File: src/rtl/intv_timer_pkg.sv
package intv_timer_pkg;
   // bit positions in the control byte that the timer decodes
   localparam int CTRL_PIN_BIT  = 7;
   localparam int CTRL_CONT_BIT = 6;

   typedef struct packed {
      logic pin_en;   // timer owns port bit 7
      logic cont;     // continuous reload mode
   } tmr_ctrl_t;

   localparam tmr_ctrl_t CTRL_RESET = '{pin_en: 1'b0, cont: 1'b0};
endpackage

File: src/rtl/intv_timer_count.sv
module intv_timer_count
   import intv_timer_pkg::*;
#(
   parameter int BYTE_W   = 8,
   parameter int CNT_W    = 16,
   parameter int UF_STYLE = 0      // 0: zero compare, 1: borrow of a decrement
)(
   input  logic              clk,
   input  logic              rst_n,
   input  logic              wr_lo,
   input  logic              wr_hi,
   input  logic [BYTE_W-1:0] wr_data,
   input  logic              cont_mode,
   output logic [CNT_W-1:0]  count_q,
   output logic [CNT_W-1:0]  latch_q,
   output logic              running_q,
   output logic              reload_q,
   output logic              uf_evt
);
   localparam int HI_W = CNT_W - BYTE_W;
   localparam logic [CNT_W-1:0] ONE = {{(CNT_W-1){1'b0}}, 1'b1};

   logic at_zero;
   logic [CNT_W-1:0] dec_val;

   generate
      if (UF_STYLE == 0) begin : g_cmp
         assign at_zero = (count_q == '0);
         assign dec_val = count_q - ONE;
      end else begin : g_borrow
         logic [CNT_W:0] diff;
         assign diff    = {1'b0, count_q} - {1'b0, ONE};
         assign at_zero = diff[CNT_W];
         assign dec_val = diff[CNT_W-1:0];
      end
   endgenerate

   assign uf_evt = running_q & ~reload_q & at_zero & ~wr_hi;

   always_ff @(posedge clk) begin
      if (!rst_n) begin
         latch_q <= '0;
      end else begin
         if (wr_lo) latch_q[BYTE_W-1:0]     <= wr_data;
         if (wr_hi) latch_q[CNT_W-1:BYTE_W] <= wr_data[HI_W-1:0];
      end
   end

   always_ff @(posedge clk) begin
      if (!rst_n) begin
         count_q   <= '0;
         running_q <= 1'b0;
         reload_q  <= 1'b0;
      end else if (wr_hi) begin
         count_q   <= {wr_data[HI_W-1:0], latch_q[BYTE_W-1:0]};
         running_q <= 1'b1;
         reload_q  <= 1'b0;
      end else if (reload_q) begin
         count_q  <= latch_q;
         reload_q <= 1'b0;
      end else if (running_q) begin
         count_q <= dec_val;
         if (uf_evt) begin
            if (cont_mode) reload_q  <= 1'b1;
            else           running_q <= 1'b0;
         end
      end
   end
endmodule

File: src/rtl/intv_timer_pin.sv
module intv_timer_pin
   import intv_timer_pkg::*;
#(
   parameter int BYTE_W = 8
)(
   input  logic              clk,
   input  logic              rst_n,
   input  logic              wr_ctrl,
   input  logic              wr_hi,
   input  logic [BYTE_W-1:0] wr_data,
   input  logic              pin_en,
   input  logic              uf_evt,
   input  logic              port_norm,
   output logic              pin_lvl,
   output logic              port_out
);
   always_ff @(posedge clk) begin
      if (!rst_n)                                 pin_lvl <= 1'b1;
      else if (wr_ctrl && !wr_data[CTRL_PIN_BIT]) pin_lvl <= 1'b1;
      else if (wr_hi && pin_en)                   pin_lvl <= 1'b0;
      else if (uf_evt && pin_en)                  pin_lvl <= ~pin_lvl;
   end

   assign port_out = pin_en ? pin_lvl : port_norm;
endmodule

File: src/rtl/intv_timer_flag.sv
module intv_timer_flag (
   input  logic clk,
   input  logic rst_n,
   input  logic uf_evt,
   input  logic rd_clr,
   output logic flag_q
);
   always_ff @(posedge clk) begin
      if (!rst_n)      flag_q <= 1'b0;
      else if (uf_evt) flag_q <= 1'b1;
      else if (rd_clr) flag_q <= 1'b0;
   end
endmodule

File: src/rtl/intv_timer.sv
module intv_timer
   import intv_timer_pkg::*;
#(
   parameter int BYTE_W   = 8,
   parameter int CNT_W    = 16,
   parameter int UF_STYLE = 0
)(
   input  logic              clk,
   input  logic              rst_n,
   input  logic [BYTE_W-1:0] wr_data,
   input  logic              wr_lat_lo,
   input  logic              wr_cnt_hi,
   input  logic              wr_ctrl,
   input  logic              rd_cnt_lo,
   input  logic              port_b7_norm,
   output logic [CNT_W-1:0]  count_o,
   output logic              running_o,
   output logic              irq_o,
   output logic              port_b7_o
);
   generate
      if (BYTE_W <= CTRL_PIN_BIT) begin : g_bad_byte
         $error("BYTE_W must hold control bit %0d", CTRL_PIN_BIT);
      end
      if (CNT_W <= BYTE_W || CNT_W > 2 * BYTE_W) begin : g_bad_cnt
         $error("CNT_W must lie in (BYTE_W, 2*BYTE_W]");
      end
      if (UF_STYLE != 0 && UF_STYLE != 1) begin : g_bad_style
         $error("UF_STYLE must be 0 or 1");
      end
   endgenerate

   tmr_ctrl_t        ctrl_q;
   logic [CNT_W-1:0] latch_q;
   logic             reload_q;
   logic             uf_evt;
   logic             pin_lvl;

   always_ff @(posedge clk) begin
      if (!rst_n)       ctrl_q <= CTRL_RESET;
      else if (wr_ctrl) ctrl_q <= '{pin_en: wr_data[CTRL_PIN_BIT], cont: wr_data[CTRL_CONT_BIT]};
   end

   intv_timer_count #(.BYTE_W(BYTE_W), .CNT_W(CNT_W), .UF_STYLE(UF_STYLE)) u_count (
      .clk(clk), .rst_n(rst_n), .wr_lo(wr_lat_lo), .wr_hi(wr_cnt_hi), .wr_data(wr_data),
      .cont_mode(ctrl_q.cont), .count_q(count_o), .latch_q(latch_q),
      .running_q(running_o), .reload_q(reload_q), .uf_evt(uf_evt)
   );

   intv_timer_pin #(.BYTE_W(BYTE_W)) u_pin (
      .clk(clk), .rst_n(rst_n), .wr_ctrl(wr_ctrl), .wr_hi(wr_cnt_hi), .wr_data(wr_data),
      .pin_en(ctrl_q.pin_en), .uf_evt(uf_evt), .port_norm(port_b7_norm),
      .pin_lvl(pin_lvl), .port_out(port_b7_o)
   );

   intv_timer_flag u_flag (
      .clk(clk), .rst_n(rst_n), .uf_evt(uf_evt), .rd_clr(rd_cnt_lo), .flag_q(irq_o)
   );
endmodule

File: config.mk
export PLATFORM = sky130hd
export DESIGN_NAME = intv_timer
export DESIGN_NICKNAME = d
export VERILOG_FILES = /design/src/rtl/intv_timer_pkg.sv /design/src/rtl/intv_timer_count.sv /design/src/rtl/intv_timer_pin.sv /design/src/rtl/intv_timer_flag.sv /design/src/rtl/intv_timer.sv
export SDC_FILE = /design/constraint.sdc
export NUM_CORES = 1
export LEC_CHECK = 0
export BUFFER_PORTS_ARGS = -buffer_cell sky130_fd_sc_hd__buf_2
export CAP_MARGIN = 20
export CORE_MARGIN = 4
export CORE_UTILIZATION = 49
export CTS_CLUSTER_DIAMETER = 150
export CTS_CLUSTER_SIZE = 30
export DETAILED_ROUTE_END_ITERATION = 7
export PLACE_DENSITY = 0.71
export SETUP_SLACK_MARGIN = 0.5
export SLEW_MARGIN = 30
export SYNTH_ARGS = -nofsm -noshare
export SYNTH_HDL_FRONTEND = slang
export SYNTH_SLANG_ARGS = --single-unit
export TNS_END_PERCENT = 50
File: constraint.sdc
create_clock -name clk -period 2.08 [get_ports clk]
set_clock_uncertainty 0.2 [all_clocks]
set_input_delay 0.624 -clock clk [delete_from_list [all_inputs] [get_ports clk]]
set_output_delay 0.624 -clock clk [all_outputs]
set_load 0.03 [all_outputs]
==> impl_metrics.py <==
metrics = {
    "outcome": {
        "status": "complete, no violations",
    },
    "logic_synthesis": {
        "synth.avg_cell_area_sq_um": 8.74,
        "syn_nets": 230,
        "async_flop_share_pct": 0,
        "syn-instance-count": 214,
        "yosys.area.top_type": "dfxtp_1",
        "ys_ff_latch": 38,
        "synthFlopType": "dfxtp_1",
        "synth.top_cell.area_share_pct": 40.7,
        "synth.distinct_cells": 44,
        "synth_area_sq_mm": 0.00187,
        "yosysWarnings": 0,
        "synth_area_leaders": "dfxtp_1, mux2i_1, nor2b_1",
        "ys_seq_area_share_pct": 40.7,
        "synth-edff-count": 0,
    },
    "clocking": {
        "clk_path_buf_depth": 2,
        "postCtsHoldBufs": 0,
        "clkSlewWorstSetupHoldPaths_ps": 70,
        "cts_made_buffers": 5,
        "cts_root_buf": "clkbuf_8",
        "cts_tree": "yes",
        "cts_sinks": 38,
        "cts_htree_levels": 2,
        "insertion_delay_ps": 290,
    },
    "power_and_ir_drop": {
        "power.density_mw_per_mm2": 691,
        "ir_drop_uv": 466,
        "p_leak_nw": 1.17,
    },
    "routing": {
        "drcViolationCount": 0,
        "ant_nets": 0,
        "viasPerCell": 5.49,
        "routed_wl_mm": 5.04,
        "vias": 1780,
        "dr.pass1.iters": 4,
        "wl_per_cell_um": 15.6,
        "drt-initial-drc-count": 181,
    },
    "setup_path": {
        "reg2reg_slack_ps": 240,
        "crit_path_end_kind": "output pin",
        "crit_type": "in2out",
        "crit_cells": 3,
        "worst-path-max-fanout": 1,
        "crit_end": "port_b7_o",
        "crit_start": "port_b7_norm",
        "critPathBufInv": 2,
        "max_stage_delay_ps": 260,
        "cp-start-kind": "primary input",
        "worst_r2r_endpoint": "u_count.count_q[14]",
        "cp_data_arrival_time_ps": 1110,
        "crit_top_cell": "buf_6",
        "cp.required_ps": 1260,
        "critPathTopFamily": "multiplexers",
        "worstPathCellList": "buf_6, mux2_4, buf_6",
        "r2r-start": "u_count.count_q[1]",
        "r2r_cells": 8,
        "crit_slowest_cell": "mux2_4",
    },
    "layout": {
        "syn_to_final_growth_pct": 45.6,
        "antenna_cells": 0,
        "fin_cells": 324,
        "final_nets": 291,
        "final_layout_size_suffix_gt1_share_pct": 43.5,
        "fill_cells": 264,
    },
    "timing": {
        "fin_tns_setup_ps": 0,
        "setup_viol": 0,
        "fin_crit_sh_pct": 93.1,
        "slew_headroom_pct": 75.2,
        "finalHoldViolations": 0,
        "fmax_mhz": 516,
        "grt_setup_unrepaired": "yes",
        "slew_viol_final": 0,
        "worstMarginPinSlew_ps": 373,
        "fin_crit_ps": 1940,
    },
    "floorplanning": {
        "pin_count": 34,
        "rows": 22,
        "start_util_pct": 50.7,
        "dieWidth_um": 69.8,
        "core_area_sq_mm": 0.00369,
        "dieArea_sq_mm": 0.00487,
        "die_y_um": 69.8,
    },
    "run": {
        "drv_cap": 0,
    },
    "global_route": {
        "gr-total-overflow": 0,
        "grtUsageTotal_pct": 21.1,
        "grt_max_degree": 24,
        "antenna_found_initial": 0,
        "grt_pass1_wl_mm": 8.45,
        "first_global_vias": 1837,
    },
    "hold_path": {
        "hold_path_class": "reg2reg",
        "hold_depth": 1,
    },
    "placed_design": {
        "io_buffers": 33,
        "dp_hpwl_mm": 3.14,
        "gp_congestion": 0.874,
        "placed_cells": 289,
    },
}
[state kept, by name, summed over array words and instances (netlist names)]
register           cells
u_count.count_q       16
u_count.latch_q       16
ctrl_q                 2
u_count.reload_q       1
u_count.running_q      1
u_flag.flag_q          1
u_pin.pin_lvl          1
[worst register-to-register path: stages, from the launching register on]
cell and delay (ps):
dfxtp_4 350, inv_2 60, ha_4 120, nor3b_4 210, buf_4 150, nand4_1 130
xnor2_1 190, a222oi_1 240, nor2b_1 70
[kinds of logic (layout without fill, tap and decap cells)]
logic type | count (synthesis) | after routing | share of synthesized area (%)
flops | 38 | 38 | 40.7
fa+ha+maj | 1 | 1 | 0.669
compound gates | 47 | 47 | 16.6
mux | 14 | 14 | 7.56
xor+xnor | 9 | 9 | 4.21
buf+inv | 20 | 82 | 4.62
simple gates | 85 | 85 | 25.7
[cell type report]
| class | count | area (sq um) | share of cell area (%) |
|---|---|---|---|
| clock inverters | 2 | 8.76 | 0.322 |
| flip-flops and latches | 38 | 821 | 30.1 |
| repair buffers | 66 | 544 | 20.0 |
| inverters | 8 | 32.5 | 1.19 |
| clock buffers | 6 | 72.6 | 2.66 |
| well taps | 48 | 60.1 | 2.20 |
| multi-input cells | 156 | 1180 | 43.5 |
[metal layers]
metal	vias to the layer above	part of all wire [%]	GRT usage (%)
met5	-	0	0
met4	0	1.3	6.60
met3	7	6.6	6.96
met2	61	50	35.0
met1	840	42	25.6
li1	872	-	-
[Yosys cell counts, types with 2 or more instances]
| master | number |
|---|---|
| a211oi_1 | 5 |
| a21boi_0 | 5 |
| a21oi_1 | 8 |
| a31oi_1 | 3 |
| and2_2 | 2 |
| clkbuf_1 | 10 |
| dfxtp_1 | 38 |
| inv_1 | 8 |
| mux2i_1 | 13 |
| nand2_1 | 19 |
| nand2b_1 | 4 |
| nand3_1 | 3 |
| nand3b_1 | 3 |
| nor2_1 | 16 |
| nor2b_1 | 13 |
| nor3_1 | 8 |
| nor3b_1 | 3 |
| nor4_1 | 3 |
| nor4_2 | 2 |
| o211a_1 | 4 |
| o21ai_0 | 14 |
| xnor2_1 | 7 |
| xor2_1 | 2 |
[worst min-delay path by stage]
stage | startpoint | endpoint
after floorplan | u_count.latch_q[1] | u_count.count_q[1]
after global placement | u_count.latch_q[12] | u_count.latch_q[12]
after detailed placement | u_count.latch_q[15] | u_count.latch_q[15]
after CTS | ctrl_q[0] | u_count.running_q
after global routing | u_count.count_q[13] | u_count.reload_q
final | u_count.count_q[13] | u_count.reload_q
[what timing repair did]
item / 4_1_cts / 5_1_grt
resized for setup: 46 / 43
buffers inserted: 21 / 6
setup endpoints to repair: 35 / 36
pin swaps: 12 / 8
[cell usage in the layout (no fill, tap or decap), types with 7 or more instances in the layout]
cell type,instances
a21oi_1,7
buf_2,17
buf_4,27
buf_6,19
dfxtp_1,20
dfxtp_4,15
mux2i_1,13
nand2_1,18
nor2_1,14
nor2b_1,13
nor3_1,8
o21ai_1,7
xnor2_1,7
[per-stage QoR]
step                      area (sq um)  worst slack (ps)  utilization [%]  hold slack (ps)  power [mW]
after global routing              2720               137             73.8              277        1.97
after CTS                         2570               145             69.7              281        1.83
after global placement            2160               112             58.6              267        1.23
final                             2720               144             73.8              262        1.88
after floorplan                   1960               208                -              229        1.13
after detailed placement          2160              77.2             58.6              280        1.23
[power breakdown]
| part | internal, mW | switching, mW | total [mW] | leakage (nW) |
|---|---|---|---|---|
| registers | 0.777 | 0.0585 | 0.835 | 0.324 |
| clock network | 0.230 | 0.253 | 0.483 | 0.0426 |
| logic | 0.282 | 0.282 | 0.565 | 0.799 |
Power figures use the tool's default switching activity.
